===== config.mk =====
export PLATFORM = sky130hd
export DESIGN_NAME = ldst_unit
export DESIGN_NICKNAME = d
export VERILOG_FILES = /design/src/rtl/ldst_pkg.sv /design/src/rtl/ldst_addr_gen.sv /design/src/rtl/ldst_lane_ctl.sv /design/src/rtl/ldst_load_fmt.sv /design/src/rtl/ldst_unit.sv
export SDC_FILE = /design/constraint.sdc
export NUM_CORES = 1
export LEC_CHECK = 0
export ABC_AREA = 1
export BUFFER_PORTS_ARGS = -buffer_cell sky130_fd_sc_hd__buf_2
export CAP_MARGIN = 15
export CORE_MARGIN = 1.5
export CORE_UTILIZATION = 53
export DETAILED_ROUTE_END_ITERATION = 10
export PLACE_DENSITY = 0.87
export SYNTH_ARGS = -nofsm -noshare
export SYNTH_HDL_FRONTEND = slang
export SYNTH_SLANG_ARGS = --single-unit

===== constraint.sdc =====
create_clock -name clk -period 4.17 [get_ports clk]
set_input_delay 0.834 -clock clk [delete_from_list [all_inputs] [get_ports clk]]
set_output_delay 0.834 -clock clk [all_outputs]
set_load 0.005 [all_outputs]

===== src/rtl/ldst_pkg.sv =====
package ldst_pkg;

  typedef enum logic [1:0] {
    SZ_WORD = 2'd0,
    SZ_HALF = 2'd1,
    SZ_BYTE = 2'd2,
    SZ_RSVD = 2'd3
  } acc_size_e;

  typedef enum logic [2:0] {
    AM_INDEX    = 3'd0,
    AM_PREMOD   = 3'd1,
    AM_POSTMOD  = 3'd2,
    AM_UP_PRE   = 3'd3,
    AM_DN_PRE   = 3'd4,
    AM_UP_POST  = 3'd5,
    AM_DN_POST  = 3'd6,
    AM_RSVD     = 3'd7
  } addr_mode_e;

  typedef enum logic [1:0] {
    OFS_REG   = 2'd0,
    OFS_LONG  = 2'd1,
    OFS_SHORT = 2'd2,
    OFS_RSVD  = 2'd3
  } ofs_src_e;

  // Bytes moved by one access of the given size.
  function automatic logic [2:0] size_bytes(input logic [1:0] sz);
    case (acc_size_e'(sz))
      SZ_BYTE: size_bytes = 3'd1;
      SZ_HALF: size_bytes = 3'd2;
      default: size_bytes = 3'd4;
    endcase
  endfunction

endpackage


===== src/rtl/ldst_addr_gen.sv =====
module ldst_addr_gen
  import ldst_pkg::*;
#(
  parameter int XLEN    = 32,
  parameter int IMM_W   = 16,
  parameter int SHORT_W = 10
) (
  input  logic [XLEN-1:0]  base,
  input  logic [XLEN-1:0]  roff,
  input  logic [IMM_W-1:0] imm,
  input  logic [2:0]       mode,
  input  logic [1:0]       offsel,
  input  logic [1:0]       size,
  output logic [XLEN-1:0]  eff_addr,
  output logic [XLEN-1:0]  wb_val,
  output logic             wb_req
);

  function automatic logic [XLEN-1:0] ext_long(input logic [IMM_W-1:0] v);
    ext_long = {{(XLEN-IMM_W){v[IMM_W-1]}}, v};
  endfunction

  function automatic logic [XLEN-1:0] ext_short(input logic [SHORT_W-1:0] v);
    ext_short = {{(XLEN-SHORT_W){v[SHORT_W-1]}}, v};
  endfunction

  logic [XLEN-1:0] offset;
  logic [XLEN-1:0] step;
  logic [XLEN-1:0] sum_off;
  logic [XLEN-1:0] step_up;
  logic [XLEN-1:0] step_dn;

  always_comb begin
    case (ofs_src_e'(offsel))
      OFS_LONG:  offset = ext_long(imm);
      OFS_SHORT: offset = ext_short(imm[SHORT_W-1:0]);
      default:   offset = roff;
    endcase
  end

  assign step    = XLEN'(size_bytes(size));
  assign sum_off = base + offset;
  assign step_up = base + step;
  assign step_dn = base - step;

  always_comb begin
    eff_addr = sum_off;
    wb_val   = sum_off;
    wb_req   = 1'b0;
    case (addr_mode_e'(mode))
      AM_PREMOD:  wb_req = 1'b1;
      AM_POSTMOD: begin eff_addr = base;    wb_req = 1'b1; end
      AM_UP_PRE:  begin eff_addr = step_up; wb_val = step_up; wb_req = 1'b1; end
      AM_DN_PRE:  begin eff_addr = step_dn; wb_val = step_dn; wb_req = 1'b1; end
      AM_UP_POST: begin eff_addr = base;    wb_val = step_up; wb_req = 1'b1; end
      AM_DN_POST: begin eff_addr = base;    wb_val = step_dn; wb_req = 1'b1; end
      default:    ;
    endcase
  end

endmodule


===== src/rtl/ldst_lane_ctl.sv =====
module ldst_lane_ctl
  import ldst_pkg::*;
#(
  parameter int XLEN = 32,
  localparam int LANES = XLEN / 8,
  localparam int LSB_W = $clog2(LANES)
) (
  input  logic [LSB_W-1:0] addr_lo,
  input  logic [1:0]       size,
  input  logic [XLEN-1:0]  st_data,
  output logic [LANES-1:0] be,
  output logic [XLEN-1:0]  wdata,
  output logic             misaligned
);

  localparam logic [LANES-1:0] TOP_BYTE = {1'b1, {(LANES-1){1'b0}}};
  localparam logic [LANES-1:0] TOP_HALF = {2'b11, {(LANES-2){1'b0}}};

  logic [LSB_W-1:0] half_lo;
  assign half_lo = {addr_lo[LSB_W-1:1], 1'b0};

  always_comb begin
    case (acc_size_e'(size))
      SZ_BYTE: begin
        be         = TOP_BYTE >> addr_lo;
        wdata      = {LANES{st_data[7:0]}};
        misaligned = 1'b0;
      end
      SZ_HALF: begin
        be         = TOP_HALF >> half_lo;
        wdata      = {(LANES/2){st_data[15:0]}};
        misaligned = addr_lo[0];
      end
      default: begin
        be         = {LANES{1'b1}};
        wdata      = st_data;
        misaligned = |addr_lo;
      end
    endcase
  end

endmodule


===== src/rtl/ldst_load_fmt.sv =====
module ldst_load_fmt
  import ldst_pkg::*;
#(
  parameter int XLEN = 32,
  parameter int RAW  = 5,
  localparam int LANES = XLEN / 8,
  localparam int LSB_W = $clog2(LANES),
  localparam int SH_W  = $clog2(XLEN)
) (
  input  logic             clk,
  input  logic             rst_n,
  input  logic             issue,
  input  logic [1:0]       size,
  input  logic             uns,
  input  logic [LSB_W-1:0] lane,
  input  logic [RAW-1:0]   dest,
  input  logic [XLEN-1:0]  rdata,
  output logic             ld_valid,
  output logic [RAW-1:0]   ld_dest,
  output logic [XLEN-1:0]  ld_data
);

  logic             s1_v;
  logic [1:0]       s1_size;
  logic             s1_uns;
  logic [LSB_W-1:0] s1_lane;
  logic [RAW-1:0]   s1_dest;

  // Request stage: memory sees the strobe, the unit remembers the format.
  always_ff @(posedge clk or negedge rst_n) begin
    if (!rst_n) begin
      s1_v    <= 1'b0;
      s1_size <= '0;
      s1_uns  <= 1'b0;
      s1_lane <= '0;
      s1_dest <= '0;
    end else begin
      s1_v    <= issue;
      s1_size <= size;
      s1_uns  <= uns;
      s1_lane <= lane;
      s1_dest <= dest;
    end
  end

  logic [SH_W-1:0] shamt;
  logic [XLEN-1:0] aligned;
  logic [XLEN-1:0] shaped;

  always_comb begin
    case (acc_size_e'(s1_size))
      SZ_BYTE: shamt = SH_W'((LANES - 1 - int'(s1_lane)) * 8);
      SZ_HALF: shamt = SH_W'((LANES - 2 - int'({s1_lane[LSB_W-1:1], 1'b0})) * 8);
      default: shamt = '0;
    endcase
  end

  assign aligned = rdata >> shamt;

  always_comb begin
    case (acc_size_e'(s1_size))
      SZ_BYTE: shaped = {{(XLEN-8){~s1_uns & aligned[7]}}, aligned[7:0]};
      SZ_HALF: shaped = {{(XLEN-16){~s1_uns & aligned[15]}}, aligned[15:0]};
      default: shaped = aligned;
    endcase
  end

  always_ff @(posedge clk or negedge rst_n) begin
    if (!rst_n) begin
      ld_valid <= 1'b0;
      ld_dest  <= '0;
      ld_data  <= '0;
    end else begin
      ld_valid <= s1_v;
      ld_dest  <= s1_dest;
      ld_data  <= shaped;
    end
  end

  // a result appears only two cycles after an accepted load.
  assert_ld_latency_R9: assert property (@(posedge clk) disable iff (!rst_n)
    ld_valid |-> $past(issue, 2));

  // each accepted load yields a result two cycles later.
  assert_ld_follows_R9: assert property (@(posedge clk) disable iff (!rst_n)
    issue |=> s1_v);

endmodule


===== src/rtl/ldst_unit.sv =====
module ldst_unit
  import ldst_pkg::*;
#(
  parameter int XLEN    = 32,
  parameter int IMM_W   = 16,
  parameter int SHORT_W = 10,
  parameter int RAW     = 5,
  localparam int LANES  = XLEN / 8,
  localparam int LSB_W  = $clog2(LANES)
) (
  input  logic             clk,
  input  logic             rst_n,
  input  logic             req_valid,
  input  logic             req_load,
  input  logic [1:0]       req_size,
  input  logic             req_unsigned,
  input  logic [2:0]       req_mode,
  input  logic [1:0]       req_offsel,
  input  logic [XLEN-1:0]  req_base,
  input  logic [XLEN-1:0]  req_roff,
  input  logic [IMM_W-1:0] req_imm,
  input  logic [XLEN-1:0]  req_wdata,
  input  logic [RAW-1:0]   req_dest,
  output logic             mem_en,
  output logic             mem_we,
  output logic [XLEN-1:0]  mem_addr,
  output logic [LANES-1:0] mem_be,
  output logic [XLEN-1:0]  mem_wdata,
  input  logic [XLEN-1:0]  mem_rdata,
  output logic             base_wb_en,
  output logic [XLEN-1:0]  base_wb_val,
  output logic             align_err,
  output logic             ld_valid,
  output logic [RAW-1:0]   ld_dest,
  output logic [XLEN-1:0]  ld_data
);

  logic [XLEN-1:0] eff_addr;
  logic            wb_req;
  logic            misaligned;
  logic            access_ok;
  logic            load_issue;

  ldst_addr_gen #(.XLEN(XLEN), .IMM_W(IMM_W), .SHORT_W(SHORT_W)) u_agen (
    .base     (req_base),
    .roff     (req_roff),
    .imm      (req_imm),
    .mode     (req_mode),
    .offsel   (req_offsel),
    .size     (req_size),
    .eff_addr (eff_addr),
    .wb_val   (base_wb_val),
    .wb_req   (wb_req)
  );

  ldst_lane_ctl #(.XLEN(XLEN)) u_lane (
    .addr_lo    (eff_addr[LSB_W-1:0]),
    .size       (req_size),
    .st_data    (req_wdata),
    .be         (mem_be),
    .wdata      (mem_wdata),
    .misaligned (misaligned)
  );

  assign access_ok  = req_valid & ~misaligned;
  assign load_issue = access_ok & req_load;
  assign mem_en     = access_ok;
  assign mem_we     = ~req_load;
  assign mem_addr   = eff_addr;
  assign base_wb_en = access_ok & wb_req;
  assign align_err  = req_valid & misaligned;

  ldst_load_fmt #(.XLEN(XLEN), .RAW(RAW)) u_fmt (
    .clk      (clk),
    .rst_n    (rst_n),
    .issue    (load_issue),
    .size     (req_size),
    .uns      (req_unsigned),
    .lane     (eff_addr[LSB_W-1:0]),
    .dest     (req_dest),
    .rdata    (mem_rdata),
    .ld_valid (ld_valid),
    .ld_dest  (ld_dest),
    .ld_data  (ld_data)
  );

  // a rejected access never strobes memory or the base register.
  assert_align_blocks_R10: assert property (@(posedge clk) disable iff (!rst_n)
    align_err |-> (!mem_en && !base_wb_en));

  // nothing happens without a request.
  assert_idle_quiet_R11: assert property (@(posedge clk) disable iff (!rst_n)
    !req_valid |-> (!mem_en && !base_wb_en && !align_err));

  // indexed mode leaves the base alone.
  assert_index_no_wb_R1: assert property (@(posedge clk) disable iff (!rst_n)
    (req_valid && (req_mode == AM_INDEX)) |-> !base_wb_en);

  // a byte access enables one lane, a halfword two.
  assert_byte_lane_R6: assert property (@(posedge clk) disable iff (!rst_n)
    (mem_en && (req_size == SZ_BYTE)) |-> ($countones(mem_be) == 1));
  assert_half_lane_R6: assert property (@(posedge clk) disable iff (!rst_n)
    (mem_en && (req_size == SZ_HALF)) |-> ($countones(mem_be) == 2));

endmodule


==> flow_summary.rst <==
.. list-table::
   :header-rows: 1

   * - Metric
     - Value
   * - Syn avg cell area
     - 5.25 um^2
   * - Worst-path clk slew
     - 0.06 ns
   * - Routed wire length per instance
     - 17.8 um
   * - Tot GR Track Use
     - 41.9%
   * - I/O pin count
     - 303
   * - Yosys reg bits
     - 49
   * - Fillers
     - 1,390
   * - Kind of end point of the critical path
     - output port
   * - Global route overflow
     - 0
   * - Remaining design rule violation count
     - 0
   * - Max Fclk
     - 240 MHz
   * - Switching share of total power
     - 48.3%
   * - Effective utilization at floorplan
     - 54.1%
   * - Routability cong.
     - 1.04
   * - Slew at the pin closest to its max-slew limit
     - 0.746 ns
   * - Most repeated cell in the gate-level netlist after synthesis
     - nand2_1
   * - Post-layout net count
     - 2,279
   * - Crit Path Class
     - primary input to output port
   * - Detailed-placement wirelength estimate
     - 30.9 mm
   * - Result of the run
     - finished, violations left
   * - Pin count of the biggest net entering global routing
     - 50
   * - Maximum fanout along the worst path
     - 11
   * - Top cells by area in the synthesized netlist
     - nand2_1 (28%), dfrtp_1 (14%), inv_1 (10%)
   * - Sequential Power Share
     - 17.3%
   * - Fraction of registers with async set or reset after synthesis
     - 100%
   * - 1st-iter DRT viols
     - 1,602
   * - Setup TNS
     - -0.00434 ns
   * - Failing checks
     - setup timing
   * - Cell count after placement
     - 2,268
   * - Maximum vdd drop
     - 204 uV
   * - Multi-input combinational cell area
     - 7470 um^2
   * - Number of port buffers
     - 302
   * - Static Leakage
     - 7.10 nW
   * - Layout cell share with drive strength beyond 1
     - 31.8%
   * - Synth Flop Type
     - dfrtp_1
   * - DIE AREA
     - 17,700 um^2
   * - Total clock buffers created by CTS
     - 5
   * - Data arrival, critical path
     - 3.34 ns
   * - Most used standard cells in the synthesized netlist
     - nand2_1 (670), inv_1 (248), nor2_1 (175)
   * - Clock sinks
     - 49
   * - Deepest clock path buffer count
     - 2
   * - Type of element launching the critical path
     - primary input
   * - Worst hold path class
     - flop to flop
   * - Top-area cell type share of the netlist area
     - 28.1%
   * - Design internal power
     - 0.00164 W
   * - Number of max-capacitance violations reported
     - 0
   * - Fin crit period
     - 4.17 ns
   * - TritonCTS clock tree
     - done
   * - Pwr/cell area
     - 254 nW/um^2
   * - Net switching power
     - 0.00154 W
   * - Data required, critical path
     - 3.34 ns
   * - Layout Skew
     - 0.0105 ns
   * - Height of the die
     - 133 um
   * - Setup Viol. Count Final
     - 3
   * - Count of yosys warnings during synthesis
     - 0
   * - Die span in x
     - 133 um
   * - Syn Nets
     - 1,914
   * - Count of antenna-violating nets left after detailed routing
     - 0
   * - Vias post-DR
     - 13.1k
   * - Total Routed Length
     - 40.7 mm
   * - Max transition margin
     - 50.2%
   * - Worst Slack Setup Final
     - -0.00209 ns
   * - Combinational Power Share
     - 70.0%
   * - Synthesized instance count
     - 1,703
   * - Number of global-route vias before repair
     - 11.7k
   * - RSZ-0062 raised after global routing
     - yes
   * - Post-synthesis instance area
     - 8940 um^2
   * - DRT Pass-1 Iters
     - 6
   * - Floorplan row count
     - 47
   * - Area taken by flip-flops and latches
     - 1230 um^2
   * - Vias per inst
     - 5.72
   * - Core Footprint
     - 16,500 um^2
   * - Share of synthesized area occupied by flip-flops and latches
     - 13.7%
   * - Relative contribution of the clock network to total power
     - 12.8%
   * - H-tree level count
     - 2
   * - Final hold vios
     - 0
   * - Max-slew violations
     - 0
   * - Final cell count without fillers
     - 2,291
   * - First-pass GRT wire length
     - 58.6 mm
   * - Count of distinct cell types in the synthesized netlist
     - 45
   * - Share of the clock period used by the worst path
     - 100%
   * - Number of antenna violations at the first check in global routing
     - 2
   * - Number of flops mapped to enable cells by yosys
     - 0
   * - Source-to-sink clock delay at the later pin of the worst-skew pair
     - 0.30 ns
   * - Signed area change from the synthesized netlist to the final layout
     - 40.0%
   * - Cell chosen for the clock root
     - clkbuf_16
   * - Largest area contributor in the synthesized netlist
     - nand2_1
-- worst max-delay path, cell delays in order --
cell and delay (ns):
buf_2 0.10, inv_2 0.04, ha_4 0.31, inv_4 0.07
buf_12 0.15, nand3_1 0.08, nand2_1 0.05, ha_1 0.32
buf_4 0.14, nand2_2 0.10, nor2_2 0.25, nand3_1 0.20
nand2_2 0.17, nand2_1 0.09, nand3b_1 0.12, nand3_1 0.09
nand2_1 0.09, buf_2 0.12
-- cell usage in the layout (no fill, tap or decap), types with 12 or more instances in the layout --
cell type	synthesis	layout
ha_4	0	29
nand2_1	670	610
buf_2	20	303
nor2_4	3	12
inv_2	7	17
nand2_4	3	12
xor2_1	33	30
dfrtp_1	49	49
a21oi_2	0	15
nand4_1	14	14
o21ai_1	26	36
buf_4	9	103
o21ai_0	67	48
ha_1	47	14
o21ai_2	8	16
nor2_1	175	147
inv_1	248	237
nor2_2	13	32
nand3_2	2	18
a21oi_1	33	16
nand2_2	2	52
nand3_1	173	155
-- timing repair --
| action | in CTS | in global routing |
|---|---|---|
| buffers inserted | 0 | 10 |
| pin swaps | 7 | 40 |
| setup endpoints to repair | 49 | 52 |
| gates cloned | 0 | 2 |
| gates resized for setup | 58 | 191 |
| hold buffers | 0 | 0 |
-- power by group through the flow --
stage / Combinational (W) / Clock, W / Sequential [W]
CTS: 0.00191 / 0.000404 / 0.000546
detailed placement: 0.00183 / 0 / 0.000555
floorplan: 0.00101 / 0 / 0.000559
global placement: 0.00180 / 0 / 0.000552
global route: 0.00239 / 0.000427 / 0.000551
finish: 0.00223 / 0.000405 / 0.000549
-- final timing paths --
kind / startpoint / endpoint / slack [ns] / cells after the start
worst max-delay path: req_offsel[0] / mem_addr[18] / -0.002 / 18
max in group asynchronous: rst_n / u_fmt.ld_data[12] / 3.09 / 2
worst min register to register: u_fmt.s1_dest[4] / u_fmt.ld_dest[4] / 0.35 / 0
worst min-delay path: u_fmt.s1_dest[4] / u_fmt.ld_dest[4] / 0.35 / 0
worst max register to register: u_fmt.s1_size[0] / u_fmt.ld_data[19] / 1.44 / 13
min in group asynchronous: rst_n / u_fmt.ld_data[2] / 0.54 / 1
-- layout make-up --
cell class / count / area share (%)
antenna: 2 / 0.0400
clock buffer: 6 / 1.03
clock inverter: 2 / 0.110
inverter: 257 / 7.73
multi-input combinational: 1341 / 59.7
sequential: 49 / 9.80
tap: 220 / 2.20
timing repair buffer: 414 / 19.4
-- flip-flops by register name (all words and copies together) (netlist names) --
signal	count
u_fmt.ld_data	32
u_fmt.ld_dest	5
u_fmt.ld_valid	1
u_fmt.s1_dest	5
u_fmt.s1_lane	2
u_fmt.s1_size	2
u_fmt.s1_uns	1
u_fmt.s1_v	1
-- stage by stage --
| stage | cell area [um^2] | setup WS (ns) | total power, W | util (%) | hold slack (ns) |
|---|---|---|---|---|---|
| 2_1_floorplan | 8940 | 0.155 | 0.00156 | - | 0.331 |
| 3_3_place_gp | 11200 | -0.317 | 0.00235 | 67.8 | 0.332 |
| 3_5_place_dp | 11200 | -0.323 | 0.00238 | 67.8 | 0.338 |
| 4_1_cts | 11600 | -0.00848 | 0.00286 | 70.3 | 0.352 |
| 5_1_grt | 12500 | -0.100 | 0.00337 | 75.7 | 0.351 |
| 6_report | 12500 | -0.00209 | 0.00318 | 75.7 | 0.350 |
-- kinds of logic (layout without fill, tap and decap cells) --
| logic type | count (synthesis) | count (layout) | share of synthesized area [%] |
|---|---|---|---|
| simple gates | 1084 | 1085 | 50.6 |
| buf+inv | 314 | 679 | 13.9 |
| other cells | 0 | 2 | 0 |
| flops | 49 | 49 | 13.7 |
| compound gates | 171 | 171 | 11.1 |
| fa+ha+maj | 50 | 50 | 7.25 |
| xor+xnor | 35 | 35 | 3.43 |
-- routing by layer --
layer	up-vias	global-route usage, %	share of wire [%]
li1	6062	-	-
met1	5882	49.0	35
met4	0	21.1	6.4
met2	935	72.6	47
met5	-	0	0
met3	231	8.35	11
Note: power is estimated with default switching activity, not from simulation.
